**src/rtl/asram_pkg.sv**
```systemverilog
// Package: shared state type and the helpers that turn nanosecond minimums
// into clock-cycle counts. Assumes positive clock periods in nanoseconds.
package asram_pkg;

    typedef enum logic [2:0] {
        SEQ_IDLE,
        SEQ_READ,
        SEQ_WTURN,
        SEQ_WDATA,
        SEQ_SLEEP,
        SEQ_WAKE
    } seq_state_t;

    // Larger of two integers.
    function automatic int imax(input int a, input int b);
        return (a > b) ? a : b;
    endfunction

    // Ceiling of ns / clk_ns, never below one cycle.
    function automatic int ns_to_cyc(input int ns, input int clk_ns);
        int c;
        c = (ns + clk_ns - 1) / clk_ns;
        return imax(1, c);
    endfunction

endpackage

```
**src/rtl/asram_phase_timer.sv**
```systemverilog
// Phase timer: loaded with (length - 1) on the edge that enters a phase,
// counts down once per cycle, and reports done in the phase's last cycle.
// Assumes a load never arrives while a phase that must finish is running.
module asram_phase_timer #(
    parameter int W = 3
) (
    input  logic         clk,
    input  logic         rst_n,
    input  logic         load,
    input  logic [W-1:0] load_val,
    output logic         done
);
    logic [W-1:0] remain;

    // Load on phase entry, otherwise count down to zero and hold there.
    always_ff @(posedge clk) begin
        if (!rst_n)                 remain <= '0;
        else if (load)              remain <= load_val;
        else if (remain != '0)      remain <= remain - 1'b1;
    end

    assign done = (remain == '0);
endmodule

```
**src/rtl/asram_wake_guard.sv**
```systemverilog
// Recovery lockout counter: started by a wake, it reports done in the last
// cycle of a CYCLES-long window. The count may be large (millisecond range).
module asram_wake_guard #(
    parameter int CYCLES = 250000
) (
    input  logic clk,
    input  logic rst_n,
    input  logic start,
    output logic done
);
    localparam int W = $clog2(CYCLES + 1);
    localparam logic [W-1:0] LOAD = W'(CYCLES - 1);

    logic [W-1:0] left;

    // Load the window on wake, then count down to zero.
    always_ff @(posedge clk) begin
        if (!rst_n)            left <= '0;
        else if (start)        left <= LOAD;
        else if (left != '0)   left <= left - 1'b1;
    end

    assign done = (left == '0);
endmodule

```
**src/rtl/asram_dq_path.sv**
```systemverilog
// Data path: holds the write byte, registers the driver enable from the
// next sequencer state (glitch-free pin), captures the read byte and
// produces the one-cycle response pulse.
module asram_dq_path #(
    parameter int DW = 8
) (
    input  logic          clk,
    input  logic          rst_n,
    input  logic          load_wdata,
    input  logic [DW-1:0] wdata,
    input  logic          drive_nxt,
    input  logic          capture,
    input  logic [DW-1:0] dq_in,
    output logic [DW-1:0] dq_out,
    output logic          dq_oe,
    output logic [DW-1:0] rdata,
    output logic          rvalid
);
    // Register write byte, driver enable, read byte and response pulse.
    always_ff @(posedge clk) begin
        if (!rst_n) begin
            dq_out <= '0;
            dq_oe  <= 1'b0;
            rdata  <= '0;
            rvalid <= 1'b0;
        end else begin
            if (load_wdata) dq_out <= wdata;
            dq_oe  <= drive_nxt;
            rvalid <= capture;
            if (capture)    rdata <= dq_in;
        end
    end
endmodule

```
**src/rtl/asram_sequencer.sv**
```systemverilog
// Asynchronous SRAM sequencer: one request at a time from a valid/ready bus,
// played out as clock-counted phases on the memory pins. Strobes are
// registered from the next state so the pins never glitch. Assumes the
// memory's minimum times for the chosen grade; SLOW_GRADE = 1 selects the
// slower part. Requests win over sleep in the same idle cycle.
module asram_sequencer
    import asram_pkg::*;
#(
    parameter int AW            = 17,
    parameter int DW            = 8,
    parameter int CLK_PERIOD_NS = 20,
    parameter bit SLOW_GRADE    = 1'b0,
    parameter int RECOVER_NS    = 5000000
) (
    input  logic          clk,
    input  logic          rst_n,
    input  logic          req_valid,
    output logic          req_ready,
    input  logic          req_write,
    input  logic [AW-1:0] req_addr,
    input  logic [DW-1:0] req_wdata,
    output logic          rsp_valid,
    output logic [DW-1:0] rsp_rdata,
    input  logic          sleep_req,
    input  logic          wake_req,
    output logic [AW-1:0] mem_addr,
    output logic          mem_ce_n,
    output logic          mem_ce,
    output logic          mem_oe_n,
    output logic          mem_we_n,
    output logic [DW-1:0] mem_dq_out,
    output logic          mem_dq_oe,
    input  logic [DW-1:0] mem_dq_in
);
    // Grade minimums in ns.
    localparam int T_ACC = SLOW_GRADE ? 85 : 70;
    localparam int T_RC  = SLOW_GRADE ? 85 : 70;
    localparam int T_WC  = SLOW_GRADE ? 85 : 70;
    localparam int T_WP  = SLOW_GRADE ? 60 : 50;
    localparam int T_CW  = SLOW_GRADE ? 75 : 60;
    localparam int T_DS  = SLOW_GRADE ? 35 : 30;
    localparam int T_WHZ = SLOW_GRADE ? 30 : 25;

    // Phase lengths in cycles.
    localparam int RD_CYC   = imax(ns_to_cyc(T_ACC, CLK_PERIOD_NS),
                                   ns_to_cyc(T_RC, CLK_PERIOD_NS));
    localparam int TURN_CYC = ns_to_cyc(T_WHZ, CLK_PERIOD_NS);
    localparam int DATA_CYC = imax(imax(ns_to_cyc(T_DS, CLK_PERIOD_NS),
                                        ns_to_cyc(T_WP, CLK_PERIOD_NS) - TURN_CYC),
                                   imax(imax(ns_to_cyc(T_CW, CLK_PERIOD_NS) - TURN_CYC,
                                             ns_to_cyc(T_WC, CLK_PERIOD_NS) - TURN_CYC),
                                        1));
    localparam int REC_CYC  = ns_to_cyc(RECOVER_NS, CLK_PERIOD_NS);
    localparam int MAX_CYC  = imax(RD_CYC, imax(TURN_CYC, DATA_CYC));
    localparam int TW       = $clog2(MAX_CYC + 1);

    localparam logic [TW-1:0] RD_LD   = TW'(RD_CYC - 1);
    localparam logic [TW-1:0] TURN_LD = TW'(TURN_CYC - 1);
    localparam logic [TW-1:0] DATA_LD = TW'(DATA_CYC - 1);

    seq_state_t    state, state_nxt;
    logic          accept;
    logic          t_load, t_done;
    logic [TW-1:0] t_val;
    logic          g_start, g_done;
    logic          capture;
    logic          sel_nxt;

    assign req_ready = (state == SEQ_IDLE);
    assign accept    = req_valid && req_ready;

    // Next-state and phase-timer load decisions.
    always_comb begin
        state_nxt = state;
        t_load    = 1'b0;
        t_val     = '0;
        g_start   = 1'b0;
        capture   = 1'b0;
        case (state)
            SEQ_IDLE: begin
                if (accept) begin
                    t_load = 1'b1;
                    if (req_write) begin
                        state_nxt = SEQ_WTURN;
                        t_val     = TURN_LD;
                    end else begin
                        state_nxt = SEQ_READ;
                        t_val     = RD_LD;
                    end
                end else if (sleep_req) begin
                    state_nxt = SEQ_SLEEP;
                end
            end
            SEQ_READ: begin
                if (t_done) begin
                    capture   = 1'b1;
                    state_nxt = SEQ_IDLE;
                end
            end
            SEQ_WTURN: begin
                if (t_done) begin
                    state_nxt = SEQ_WDATA;
                    t_load    = 1'b1;
                    t_val     = DATA_LD;
                end
            end
            SEQ_WDATA: begin
                if (t_done) state_nxt = SEQ_IDLE;
            end
            SEQ_SLEEP: begin
                if (wake_req) begin
                    state_nxt = SEQ_WAKE;
                    g_start   = 1'b1;
                end
            end
            SEQ_WAKE: begin
                if (g_done) state_nxt = SEQ_IDLE;
            end
            default: state_nxt = SEQ_IDLE;
        endcase
    end

    // State register.
    always_ff @(posedge clk) begin
        if (!rst_n) state <= SEQ_IDLE;
        else        state <= state_nxt;
    end

    assign sel_nxt = (state_nxt == SEQ_READ) || (state_nxt == SEQ_WTURN) ||
                     (state_nxt == SEQ_WDATA);

    // Registered memory strobes and address, decoded from the next state.
    always_ff @(posedge clk) begin
        if (!rst_n) begin
            mem_ce_n <= 1'b1;
            mem_ce   <= 1'b0;
            mem_oe_n <= 1'b1;
            mem_we_n <= 1'b1;
            mem_addr <= '0;
        end else begin
            mem_ce_n <= !sel_nxt;
            mem_ce   <= sel_nxt;
            mem_oe_n <= (state_nxt != SEQ_READ);
            mem_we_n <= !((state_nxt == SEQ_WTURN) || (state_nxt == SEQ_WDATA));
            if (accept) mem_addr <= req_addr;
        end
    end

    asram_phase_timer #(.W(TW)) u_timer (
        .clk      (clk),
        .rst_n    (rst_n),
        .load     (t_load),
        .load_val (t_val),
        .done     (t_done)
    );

    asram_wake_guard #(.CYCLES(REC_CYC)) u_guard (
        .clk   (clk),
        .rst_n (rst_n),
        .start (g_start),
        .done  (g_done)
    );

    asram_dq_path #(.DW(DW)) u_dq (
        .clk        (clk),
        .rst_n      (rst_n),
        .load_wdata (accept && req_write),
        .wdata      (req_wdata),
        .drive_nxt  (state_nxt == SEQ_WDATA),
        .capture    (capture),
        .dq_in      (mem_dq_in),
        .dq_out     (mem_dq_out),
        .dq_oe      (mem_dq_oe),
        .rdata      (rsp_rdata),
        .rvalid     (rsp_valid)
    );
endmodule

```
**config.mk**
```make
export PLATFORM = sky130hd
export DESIGN_NAME = asram_sequencer
export DESIGN_NICKNAME = d
export VERILOG_FILES = /design/src/rtl/asram_pkg.sv /design/src/rtl/asram_phase_timer.sv /design/src/rtl/asram_wake_guard.sv /design/src/rtl/asram_dq_path.sv /design/src/rtl/asram_sequencer.sv
export SDC_FILE = /design/constraint.sdc
export NUM_CORES = 1
export LEC_CHECK = 0
export ABC_CLOCK_PERIOD_IN_PS = 2500
export BUFFER_PORTS_ARGS = -buffer_cell sky130_fd_sc_hd__clkbuf_2
export CORE_AREA = 2 2 84 102
export CTS_CLUSTER_DIAMETER = 150
export DETAILED_ROUTE_END_ITERATION = 10
export DIE_AREA = 0 0 86 104
export GPL_ROUTABILITY_DRIVEN = 0
export PLACE_DENSITY = 0.64
export SLEW_MARGIN = 20
export SYNTH_ARGS = -nofsm -noshare
export SYNTH_HDL_FRONTEND = slang
export SYNTH_SLANG_ARGS = --single-unit
```
**constraint.sdc**
```tcl
create_clock -name clk -period 2.5 [get_ports clk]
set_input_delay 0.125 -clock clk [delete_from_list [all_inputs] [get_ports clk]]
set_output_delay 0.125 -clock clk [all_outputs]
set_load 0.02 [all_outputs]
```
# Word-level counts from Yosys, hierarchy flattened
# Cells that the tools add are included.
# totals
word_cells,63
regBits,63
# classes
reduce_logical,16
muxes,22
add_sub_neg,2
bitwise,1
eq_ne,9
# op_table
cell,n
$mux W18,2
$mux W3,8
$logic_not A18 Y1,1
$reduce_bool A18 Y1,1
$sub A18 B1 Y18 const B,1
$pmux W3 S5,1
$eq A3 B2 Y1 const B,4
$eq A3 B1 Y1 const B,2
$eq A3 B3 Y1 const B,2
$logic_not A3 Y1,2
$mux W1,6
$mux W2,3
$pmux W2 S2,1
$reduce_bool A2 Y1,2
$reduce_or A2 Y1,2
$logic_or A1 B1 Y1,3
$ne A3 B1 Y1 const B,1
$reduce_bool A3 Y1,1
$sub A3 B1 Y3 const B,1
$logic_and A1 B1 Y1,2
$logic_not A1 Y1,2
$pmux W1 S2,1
$not A1 Y1,1

# Logic depth before layout (Yosys ltp)
# Gate-level depths: netlist of the first run.
# depth
ltp_word,8
mapped_depth,9

# Cells and area by module
# Synthesis of the first run repeated with hierarchy kept, for this count alone.
# unflattened
hier_cells,319
area_unflattened_um2,2894.0
# by_module_without_submodules
mod,area_per_inst_um2,n_inst,cells_each,seq_area_each_um2
asram_sequencer,1022.2,1,122,480.5
asram_wake_guard,998.5,1,120,360.3
asram_dq_path,668.1,1,55,360.3
asram_phase_timer,205.2,1,22,60.1

# Least setup slack after synthesis of the first run
# Ideal clock, no wire load.
# synth_path
path_kind,register to register
startpoint,register u_timer.remain[0]
endpoint,register u_dq.rdata[0]
slack_ns,0.536
arrival_time_ns,1.836
setup_time_ns,0.128
path_stages_with_launch,10
n_path_buf,2
period_less_slack_ns,1.964
cell_sequence,dfxtp_1 inv_1 ha_1 ha_1 clkbuf_1 inv_1 nor4b_1 clkbuf_1 mux2i_1 nor2_1
# synth_via
elab_chain_len,3
# synth_lines
item,line_no,rtl
"start, declared",asram_phase_timer.sv:13,logic [W-1:0] remain;
"start signal, assigned",asram_phase_timer.sv:18,else if (load) remain <= load_val;
"start signal, assigned",asram_phase_timer.sv:19,else if (remain != '0) remain <= remain - 1'b1;
$logic_not A3 Y1,asram_phase_timer.sv:22,assign done = (remain == '0);
$mux W1,asram_sequencer.sv:95,if (t_done) begin
$mux W1,asram_sequencer.sv:79,case (state)
"end signal, assigned",asram_dq_path.sv:30,if (capture) rdata <= dq_in;
"end, declared",asram_dq_path.sv:16,"output logic [DW-1:0] rdata,"
# No other way between the ends.
# A chain may end at the register's enable or synchronous reset.

# Worst setup path in the final report of the first run
# layout_path
startpoint,register u_guard.left[0]
endpoint,register u_guard.left[10]
# layout_via
elab_chain_len,1
# layout_lines
item,line_no,rtl
"start, declared",asram_wake_guard.sv:14,logic [W-1:0] left;
"start signal, assigned",asram_wake_guard.sv:20,else if (left != '0) left <= left - 1'b1;
$sub A18 B1 Y18 or $reduce_bool A18 Y1 (tied branches),asram_wake_guard.sv:20,
# Parallel ways exist; a longest one is shown, timed or not.

==> results of run 1 <==
==> final cells by class <==
cell class | instances | area (µm²) | area share (%)
clock buffers | 13 | 149 | 4.19
clock inverters | 1 | 30.0 | 0.846
inverters | 9 | 33.8 | 0.951
multi-input cells | 222 | 1320 | 37.1
flip-flops and latches | 63 | 1260 | 35.5
well taps | 95 | 119 | 3.35
repair buffers | 105 | 641 | 18.0
==> cells in the final DEF (no fill, tap or decap), types with 6 or more instances in the layout <==
cell,instances
a21oi_1,35
nand2_1,56
nor4_1,7
inv_1,9
a31oi_1,6
clkbuf_8,10
dlygate4sd3_1,19
clkbuf_2,78
dfxtp_1,63
mux2i_1,15
buf_4,8
o21ai_0,6
nor2_1,18
or3_1,7
nand3_1,11
nor3_1,11
==> per-layer routing <==
| layer | track usage, % | share of wire [%] | vias up |
|---|---|---|---|
| li1 | - | - | 1314 |
| met1 | 18.5 | 41 | 1253 |
| met2 | 26.9 | 51 | 68 |
| met3 | 4.92 | 4.9 | 19 |
| met4 | 7.71 | 2.5 | 0 |
| met5 | 0 | 0 | - |
==> worst max-delay path, delay by kind of cell, from the launching register on <==
kind	cells	cell delay [ns]
buffers and inverters	1	0.08
AO/OA/AOI/OAI	1	0.15
AND/OR/NAND/NOR	3	1.36
flip-flops	1	0.34
adder cells (fa/ha/maj)	1	0.19
==> power by group <==
group,switching (W),internal (W)
Combinational,0.00112,0.000812
Sequential,0.000249,0.00126
Clock,0.000364,0.000478
Total,0.00173,0.00255
==> cells by family (layout without fill, tap and decap cells) <==
logic type	Yosys count	in the layout	synth area share, %
DFF	63	63	46.6
and+or+nand+nor	135	135	25.5
xor gates and xnor gates	1	1	0.324
muxes	15	15	5.55
adders and majority gates	3	3	1.39
buffers and inverters	29	128	5.18
AOI/OAI and AO/OA	68	68	15.4
==> worst paths after layout <==
check | startpoint | end | slack [ns] | cells after the start
min | req_wdata[1] | u_dq.dq_out[1] | 0.01 | 3
max | u_guard.left[0] | u_guard.left[10] | 0.30 | 6
min reg2reg | mem_addr[12] | mem_addr[12] | 0.45 | 2
max reg2reg | u_guard.left[0] | u_guard.left[10] | 0.30 | 6
==> metrics by stage <==
step           util, %  cells  worst slack (ns)  hold slack [ns]  power [W]
2_1_floorplan        -    314             0.536            0.247    0.00288
3_3_place_gp      39.9    475             0.435            0.348    0.00339
3_5_place_dp      39.9    475             0.352            0.354    0.00343
4_1_cts           44.5    508             0.322        0.0000786    0.00432
5_1_grt           44.5    508            0.0382          0.00353    0.00460
6_report          44.5    508             0.303           0.0115    0.00428
==> state kept, by name (all words and copies together), names as in the netlist <==
| name | count |
|---|---|
| u_dq.dq_out | 8 |
| u_guard.left | 18 |
| u_timer.remain | 3 |
| mem_addr | 17 |
| u_dq.rvalid | 1 |
| state | 3 |
| u_dq.rdata | 8 |
| u_dq.dq_oe | 1 |
| mem_we_n | 1 |
| mem_oe_n | 1 |
| mem_ce | 1 |
| mem_ce_n | 1 |
==> cell usage after synthesis, types with 2 or more instances <==
master and n:
or3_1 7, clkbuf_8 3, o31ai_1 2, o21ai_0 6
inv_1 9, nand2_1 56, nor3_1 11, a31oi_1 6
or4_1 3, nand3_1 11, mux2i_1 15, a21oi_1 35
dfxtp_1 63, ha_1 3, nor4b_1 2, a211oi_1 3
o211ai_1 3, or3b_2 2, clkbuf_1 16, nor2_1 18
nand4_1 2, nand2b_1 3, nor4_1 7
==> repair_timing <==
action	4_1_cts	5_1_grt
setup endpoints to repair	0	0
hold buffers	19	0
resized for setup	0	0
hold endpoints to repair	19	0
==> flow_metrics.tcl, run 1 <==
set metrics [dict create \
    vdd_drop_max_uv 379 \
    track_usage_pct 16.1 \
    syn_area_um2 2700 \
    die-area_um2 8940 \
    slew_viol_final 0 \
    slowest_stage "or4_2" \
    drive_gt1_share_pct 26.4 \
    initial_utilization_pct 33.9 \
    grt_pass1_vias 2459 \
    crit_type "flop to flop" \
    die_h_um 104 \
    crit_path_max_incr_delay_ns 0.61 \
    ioPinCount 79 \
    cts_setup_buffers 0 \
    tns_ns 0 \
    nFillCells 790 \
    antenna_found_initial 0 \
    drt_iter0_markers 111 \
    synth_top_cell_by_area "dfxtp_1" \
    worstPathArrival_ns 2.48 \
    yosysUniqueCellTypes 51 \
    ys_warn_count 0 \
    routedWlPerCell_um 13.6 \
    vias_per_cell 5.22 \
    grt_pass1_wl_mm 11.4 \
    numCtsBuffers 9 \
    core-area_um2 7970 \
    place_area_um2 3180 \
    die_x_um 86 \
    grt_start_max_net_pins 33 \
    synth_flop_cell "dfxtp_1" \
    critPathLaunchType "flop" \
    finalCritPeriodShare_pct 87.9 \
    yosysSeqAreaShare_pct 46.6 \
    synthToLayoutAreaGrowth_pct 31.3 \
    place_hpwl_mm 4.73 \
    synth.top_cell.area_share_pct 46.6 \
    setup_viol 0 \
    num_antenna_cells 0 \
    detail-route-antenna-nets 0 \
    async_reset_ff_share_pct 0 \
    syn_avg_cell_area_um2 8.61 \
    port_buffers 78 \
    drt_wl_total_mm 6.93 \
    crit_fanout 11 \
    cts-root-buf "clkbuf_8" \
    vias 2654 \
    dr.pass1.iters 4 \
    status "finished, final reports clean" \
    synth_edf_count 0 \
    min_period_ns 2.20 \
    drc 0 \
    htreeDepth 3 \
    synthCells 314 \
    timing.slew.headroom_pct 55.7 \
    insertion_delay_ns 0.35 \
    cap_violations 0 \
    fin_area_um2 3550 \
    crit_chain "inv_1 > ha_1 > nor4b_1 > nand2_1 > or4_2 > a21oi_1" \
    cts_tree "yes" \
    p_per_area_nw_per_um2 1210 \
    std_cell_rows 36 \
    timing.fmax_mhz 455 \
    synth-seq-cells 63 \
    rsz0062_at_grt "no" \
    final_hold_viol_count 0 \
    clock_path_buffers 2 \
    p_leak_nw 1.49 \
    synthTopCellsByArea "dfxtp_1 (47%), nand2_1 (7.8%), a21oi_1 (6.5%), mux2i_1 (5.6%), nor2_1 (2.5%)" \
    finClkSkew_ns 0.00920 \
    final_nets 452 \
    worstPathRequired_ns 2.78 \
    syn-num-nets 356 \
    endpoint_kind "flop" \
    overflow 0 \
    clkSinkCount 63 \
    clkSlewWorstSetupHoldPaths_ns 0.07 \
    tightest_slew_ns 0.664 \
    min_path_type "input pin to flop" \
]
Power figures use the tool's default switching activity.
==> run 2, diff against run 1 <==
--- a/config.mk
+++ b/config.mk
@@ -7,12 +7,14 @@
 export LEC_CHECK = 0
 export ABC_CLOCK_PERIOD_IN_PS = 2500
 export BUFFER_PORTS_ARGS = -buffer_cell sky130_fd_sc_hd__clkbuf_2
+export CAP_MARGIN = 20
 export CORE_AREA = 2 2 84 102
 export CTS_CLUSTER_DIAMETER = 150
 export DETAILED_ROUTE_END_ITERATION = 10
 export DIE_AREA = 0 0 86 104
 export GPL_ROUTABILITY_DRIVEN = 0
 export PLACE_DENSITY = 0.64
+export REMOVE_ABC_BUFFERS = 1
 export SLEW_MARGIN = 20
 export SYNTH_ARGS = -nofsm -noshare
 export SYNTH_HDL_FRONTEND = slang
==> run 2 against run 1 <==
  * Critical path depth unchanged
  * Combinational power hardly changed
  * Die area stayed put
  * Register-to-register slack better by 0.07 ns
  * Critical endpoint unchanged
  * Largest power group unchanged
==> flow_metrics.tcl, run 2 (same netlist as run 1, synthesis figures left out) <==
set metrics [dict create \
    worstPathArrival_ns 2.39 \
    p_leak_nw 1.50 \
    overflow 0 \
    endpoint_kind "flop" \
    finish.utilization_pct 44.7 \
    largest-register "u_guard.left" \
    cap_violations 0 \
    final_hold_viol_count 0 \
    reg.largest.list "u_guard.left (18), mem_addr (17)" \
    vdd_drop_max_uv 419 \
    status "finished, final reports clean" \
    setup_ws_ns 0.375 \
    clock_path_buffers 2 \
    final_common_cell "clkbuf_2" \
    place_ws_ns 0.425 \
    cts_resized 0 \
    slew_viol_final 0 \
    dr.pass1.iters 5 \
    largest_reg_flops 18 \
    rsz0062_at_grt "no" \
    finClkSkew_ns 0.00972 \
    port_buffers 78 \
    core-area_um2 7970 \
    std_cell_rows 36 \
    final_nets 449 \
    crit_fanout 5 \
    grt_start_max_net_pins 28 \
    drive_gt1_share_pct 28.2 \
    grt_pass1_vias 2393 \
    critPathLaunchType "flop" \
    cts-root-buf "clkbuf_8" \
    numCtsBuffers 9 \
    worstPathRequired_ns 2.77 \
    synthToLayoutAreaGrowth_pct 31.8 \
    setup_viol 0 \
    finalPower_w 0.00443 \
    tns_ns 0 \
    drc 0 \
    insertion_delay_ns 0.34 \
    num_antenna_cells 0 \
    vias 2583 \
    detail-route-antenna-nets 0 \
    vias_per_cell 5.09 \
    die-area_um2 8940 \
    track_usage_pct 14.4 \
    crit_type "flop to flop" \
    antenna_found_initial 0 \
    final_cell_mix "clkbuf_2 (78), dfxtp_1 (63), nand2_1 (56)" \
    slowest_stage "or4_2" \
    clkSlewWorstSetupHoldPaths_ns 0.08 \
    timing.fmax_mhz 471 \
    drt_iter0_markers 116 \
    min_period_ns 2.13 \
    nFillCells 810 \
    cts_tree "yes" \
    timing.slew.headroom_pct 46.7 \
    htreeDepth 3 \
    routedWlPerCell_um 12.9 \
    place_hpwl_mm 4.67 \
    p_per_area_nw_per_um2 1240 \
    initial_utilization_pct 33.9 \
    die_x_um 86 \
    tightest_slew_ns 0.798 \
    drt_wl_total_mm 6.55 \
    clkSinkCount 63 \
    grt_pass1_wl_mm 10.5 \
    die_h_um 104 \
    ioPinCount 79 \
    cts_setup_buffers 0 \
    finalCritPeriodShare_pct 85.0 \
    fin_hold_ws_ns 0.0132 \
    min_path_type "input pin to flop" \
    crit_path_max_incr_delay_ns 0.59 \
    crit_chain "inv_1 > ha_1 > nor4b_1 > nand2_1 > or4_2 > a21oi_1" \
]
## run 2: cell count changes in the layout (fill, tap and decap cells not counted), sizes merged
cell and delta:
dlygate4sd3 -5, clkbuf -4, inv +3, buf +2
bufinv +1, clkinv +1, clkinvlp +1
## run 2: metrics by stage
step / instances / cell area (µm²)
after global routing: 507 / 3560
final: 507 / 3560
after floorplan: 294 / 2600
after global placement: 477 / 3200
after CTS: 507 / 3560
after detailed placement: 477 / 3200
## run 2: final timing paths
path                                       from          endpoint  slack (ns)  cells after the start
worst max-delay path            u_guard.left[0]  u_guard.left[10]        0.37                      6
worst min-delay path                req_addr[9]       mem_addr[9]        0.01                      3
worst max register to register  u_guard.left[0]  u_guard.left[10]        0.37                      6
worst min register to register     mem_addr[15]      mem_addr[15]        0.45                      2
## run 2: what timing repair did
item / 4_1_cts / 5_1_grt
setup endpoints to repair: 0 / 0
endpoints found under the hold margin: 14 / 0
hold buffers: 14 / 0
## run 2: area by class of cell
cell class                 count  area [µm²]  share of cell area [%]
clock inverter                 7         103                    2.88
multi-input combinational    222        1320                    37.0
clock buffer                   9         124                    3.48
tap                           95         119                    3.34
sequential                    63        1260                    35.4
inverter                       9        33.8                   0.948
timing repair buffer         102         606                    17.0
## run 2: report_power, final
part,internal (W),leakage [nW],switching [W],total [W]
Clock,0.000573,0.111,0.000423,0.000996
Combinational,0.000823,0.870,0.00110,0.00192
Sequential,0.00126,0.516,0.000248,0.00151
## run 2: worst max-delay path: cells and delay by family, from the launching register on
kind                     cells  cell delay [ns]
flip-flops                   1             0.34
AO/OA/AOI/OAI                1             0.17
AND/OR/NAND/NOR              3             1.26
buffers and inverters        1             0.09
adder cells (fa/ha/maj)      1             0.20
## run 2: per-layer routing
| layer | vias to the layer above | part of all wire, % | routed length [µm] | track usage (%) |
|---|---|---|---|---|
| li1 | 1309 | - | - | - |
| met1 | 1202 | 43 | 2850 | 16.3 |
| met2 | 68 | 51 | 3340 | 25.3 |
| met3 | 4 | 4.7 | 308 | 4.44 |
| met4 | 0 | 0.83 | 54 | 4.99 |
| met5 | - | 0 | 0 | 0 |
==> run 3, diff against run 2 <==
--- a/config.mk
+++ b/config.mk
@@ -5,6 +5,7 @@
 export SDC_FILE = /design/constraint.sdc
 export NUM_CORES = 1
 export LEC_CHECK = 0
+export ABC_AREA = 1
 export ABC_CLOCK_PERIOD_IN_PS = 2500
 export BUFFER_PORTS_ARGS = -buffer_cell sky130_fd_sc_hd__clkbuf_2
 export CAP_MARGIN = 20
==> run 3 against run 2 <==
  * Combinational power is 2% lower
  * Setup slack better by 0.46 ns
  * Power is 4.6% lower
  * Critical path depth is 2 higher
  * Die area stayed put
  * Global-route usage is 0.53 points higher
  * Maximum frequency is 27% higher
  * Routed wire length is 5.2% lower
  * Sequential share of layout area is 1.0 points higher
  * Clock skew is 0.0030 ns lower
  * Highest routed layer unchanged
==> flow_metrics.tcl, run 3 <==
set metrics [dict create \
    status "finished, final reports clean" \
    dr.pass1.iters 4 \
    numCtsBuffers 9 \
    slew_viol_final 0 \
    crit_fanout 20 \
    place_ws_ns 0.815 \
    crit_chain "nor2_4 > nand3_2 > inv_2 > nand2_2 > o211ai_2 > nand2_2 > nand2_1 > nand2_1" \
    place_hpwl_mm 4.34 \
    fin_area_um2 3460 \
    vdd_drop_max_uv 478 \
    grt_pass1_wl_mm 10.8 \
    std_cell_rows 36 \
    setup_viol 0 \
    core-area_um2 7970 \
    num_antenna_cells 0 \
    finalCritPeriodShare_pct 66.7 \
    vias_per_cell 4.67 \
    critPathLaunchType "flop" \
    rsz0062_at_grt "no" \
    port_buffers 78 \
    crit_path_max_incr_delay_ns 0.35 \
    slowest_stage "dfxtp_1" \
    startpoint "state[0]" \
    synth.top_cell.area_share_pct 46.7 \
    die_h_um 104 \
    clkSlewWorstSetupHoldPaths_ns 0.07 \
    drt_wl_total_mm 6.20 \
    cap_violations 0 \
    die_x_um 86 \
    tightest_slew_ns 0.424 \
    largest-register "u_guard.left" \
    antenna_found_initial 0 \
    final_common_cell "nand2_1" \
    drive_gt1_share_pct 24.8 \
    grt_start_max_net_pins 37 \
    htreeDepth 3 \
    ioPinCount 79 \
    track_usage_pct 15.0 \
    drt_iter0_markers 69 \
    cts_tree "yes" \
    timing.fmax_mhz 600 \
    grt_pass1_vias 2534 \
    ys_warn_count 0 \
    vias 2611 \
    async_reset_ff_share_pct 0 \
    detail-route-antenna-nets 0 \
    drc 0 \
    tns_ns 0 \
    insertion_delay_ns 0.34 \
    initial_utilization_pct 33.9 \
    final_cell_mix "nand2_1 (94), clkbuf_2 (78), dfxtp_1 (63)" \
    r2r_slack_ns 0.83 \
    r2r-start "state[0]" \
    clock_path_buffers 2 \
    syn_avg_cell_area_um2 7.29 \
    p_per_area_nw_per_um2 1220 \
    die-area_um2 8940 \
    stdcell_count 559 \
    final_nets 502 \
    nFillCells 817 \
    largest_reg_flops 18 \
    finalPower_w 0.00423 \
    worstPathArrival_ns 1.91 \
    synthTopCellsByArea "dfxtp_1 (47%), nand2_1 (13%), nor2_1 (7.4%), a21oi_1 (7.2%), nand3_1 (4.8%)" \
    synth-seq-cells 63 \
    synthToLayoutAreaGrowth_pct 28.4 \
    place_area_um2 3170 \
    synth_top_cell_by_area "dfxtp_1" \
    timing.slew.headroom_pct 71.7 \
    cts-root-buf "clkbuf_8" \
    crit_type "flop to flop" \
    yosysMostFrequentCell "nand2_1" \
    synth_flop_cell "dfxtp_1" \
    crit_path_end "mem_ce_n" \
    synthCells 370 \
    r2r_end "mem_ce_n" \
    yosysSeqAreaShare_pct 46.7 \
    min_path_type "input pin to flop" \
    yosysUniqueCellTypes 32 \
    endpoint_kind "flop" \
    placed_cells_incl_taps 534 \
    clkSinkCount 63 \
    synth_edf_count 0 \
    reg2reg_depth 8 \
    p_leak_nw 1.67 \
    routedWlPerCell_um 11.1 \
    finClkSkew_ns 0.00668 \
    min_period_ns 1.67 \
    syn_area_um2 2700 \
    reg.largest.list "u_guard.left (18), mem_addr (17)" \
    overflow 0 \
    synth_common_cells "nand2_1 (94), dfxtp_1 (63), nor2_1 (53)" \
    final_hold_viol_count 0 \
    worstPathRequired_ns 2.74 \
    setup_ws_ns 0.832 \
]
## run 3: area by class of cell
cell class                 instances  area [µm²]  area share [%]
clock inverter                     3        42.5            1.23
clock buffer                      12         155            4.48
timing repair buffer              91         513            14.8
tap                               95         119            3.43
inverter                          33         124            3.58
multi-input combinational        262        1250            36.1
sequential                        63        1260            36.4
## run 3: metrics by stage
step	hold WS (ns)	utilization, %
finish	0.00952	43.5
global route	0.00752	43.5
CTS	0.00202	43.5
detailed placement	0.363	39.7
global placement	0.357	39.7
floorplan	0.223	-
## run 3: how the worst min path moves through the flow
stage                            start              end  slack, ns  cells after the start
final                     req_addr[13]     mem_addr[13]       0.01                      3
after global routing       req_addr[1]      mem_addr[1]      0.008                      3
after CTS                  req_addr[4]      mem_addr[4]      0.002                      3
after detailed placement   req_addr[6]      mem_addr[6]       0.36                      3
after global placement     req_addr[7]      mem_addr[7]       0.36                      3
after floorplan                  rst_n  u_guard.left[0]       0.22                      2
## run 3: critical path: cells and delay by family (launching register included)
family / cells / cell delay, ns
and+or+nand+nor: 6 / 0.89
DFF: 1 / 0.35
AOI/OAI and AO/OA: 1 / 0.12
buffers and inverters: 1 / 0.20
## run 3: routing by layer
layer	vias up	part of all wire, %	track usage (%)
li1	1361	-	-
met1	1169	43	16.6
met2	68	47	24.6
met3	13	6.4	4.92
met4	0	3.0	8.62
met5	-	0	0
## run 3: logic make-up (layout without fill, tap and decap cells)
group           count (synthesis)  in the layout  share of synthesized area [%]
compound gates                 55             55                           10.8
xor+xnor                        5              5                           1.62
buf+inv                        45            139                           6.95
fa+ha+maj                       3              3                           1.39
simple gates                  199            199                           32.5
flops                          63             63                           46.7
## run 3: timing repair
action	4_1_cts	5_1_grt
resized for setup	0	0
buffers inserted	0	0
endpoints found under the hold margin	10	0
hold buffers	10	0
## run 3: where the power goes
group / internal, W / switching, W
registers: 0.00126 / 0.000183
clock network: 0.000508 / 0.000388
logic: 0.000671 / 0.00121
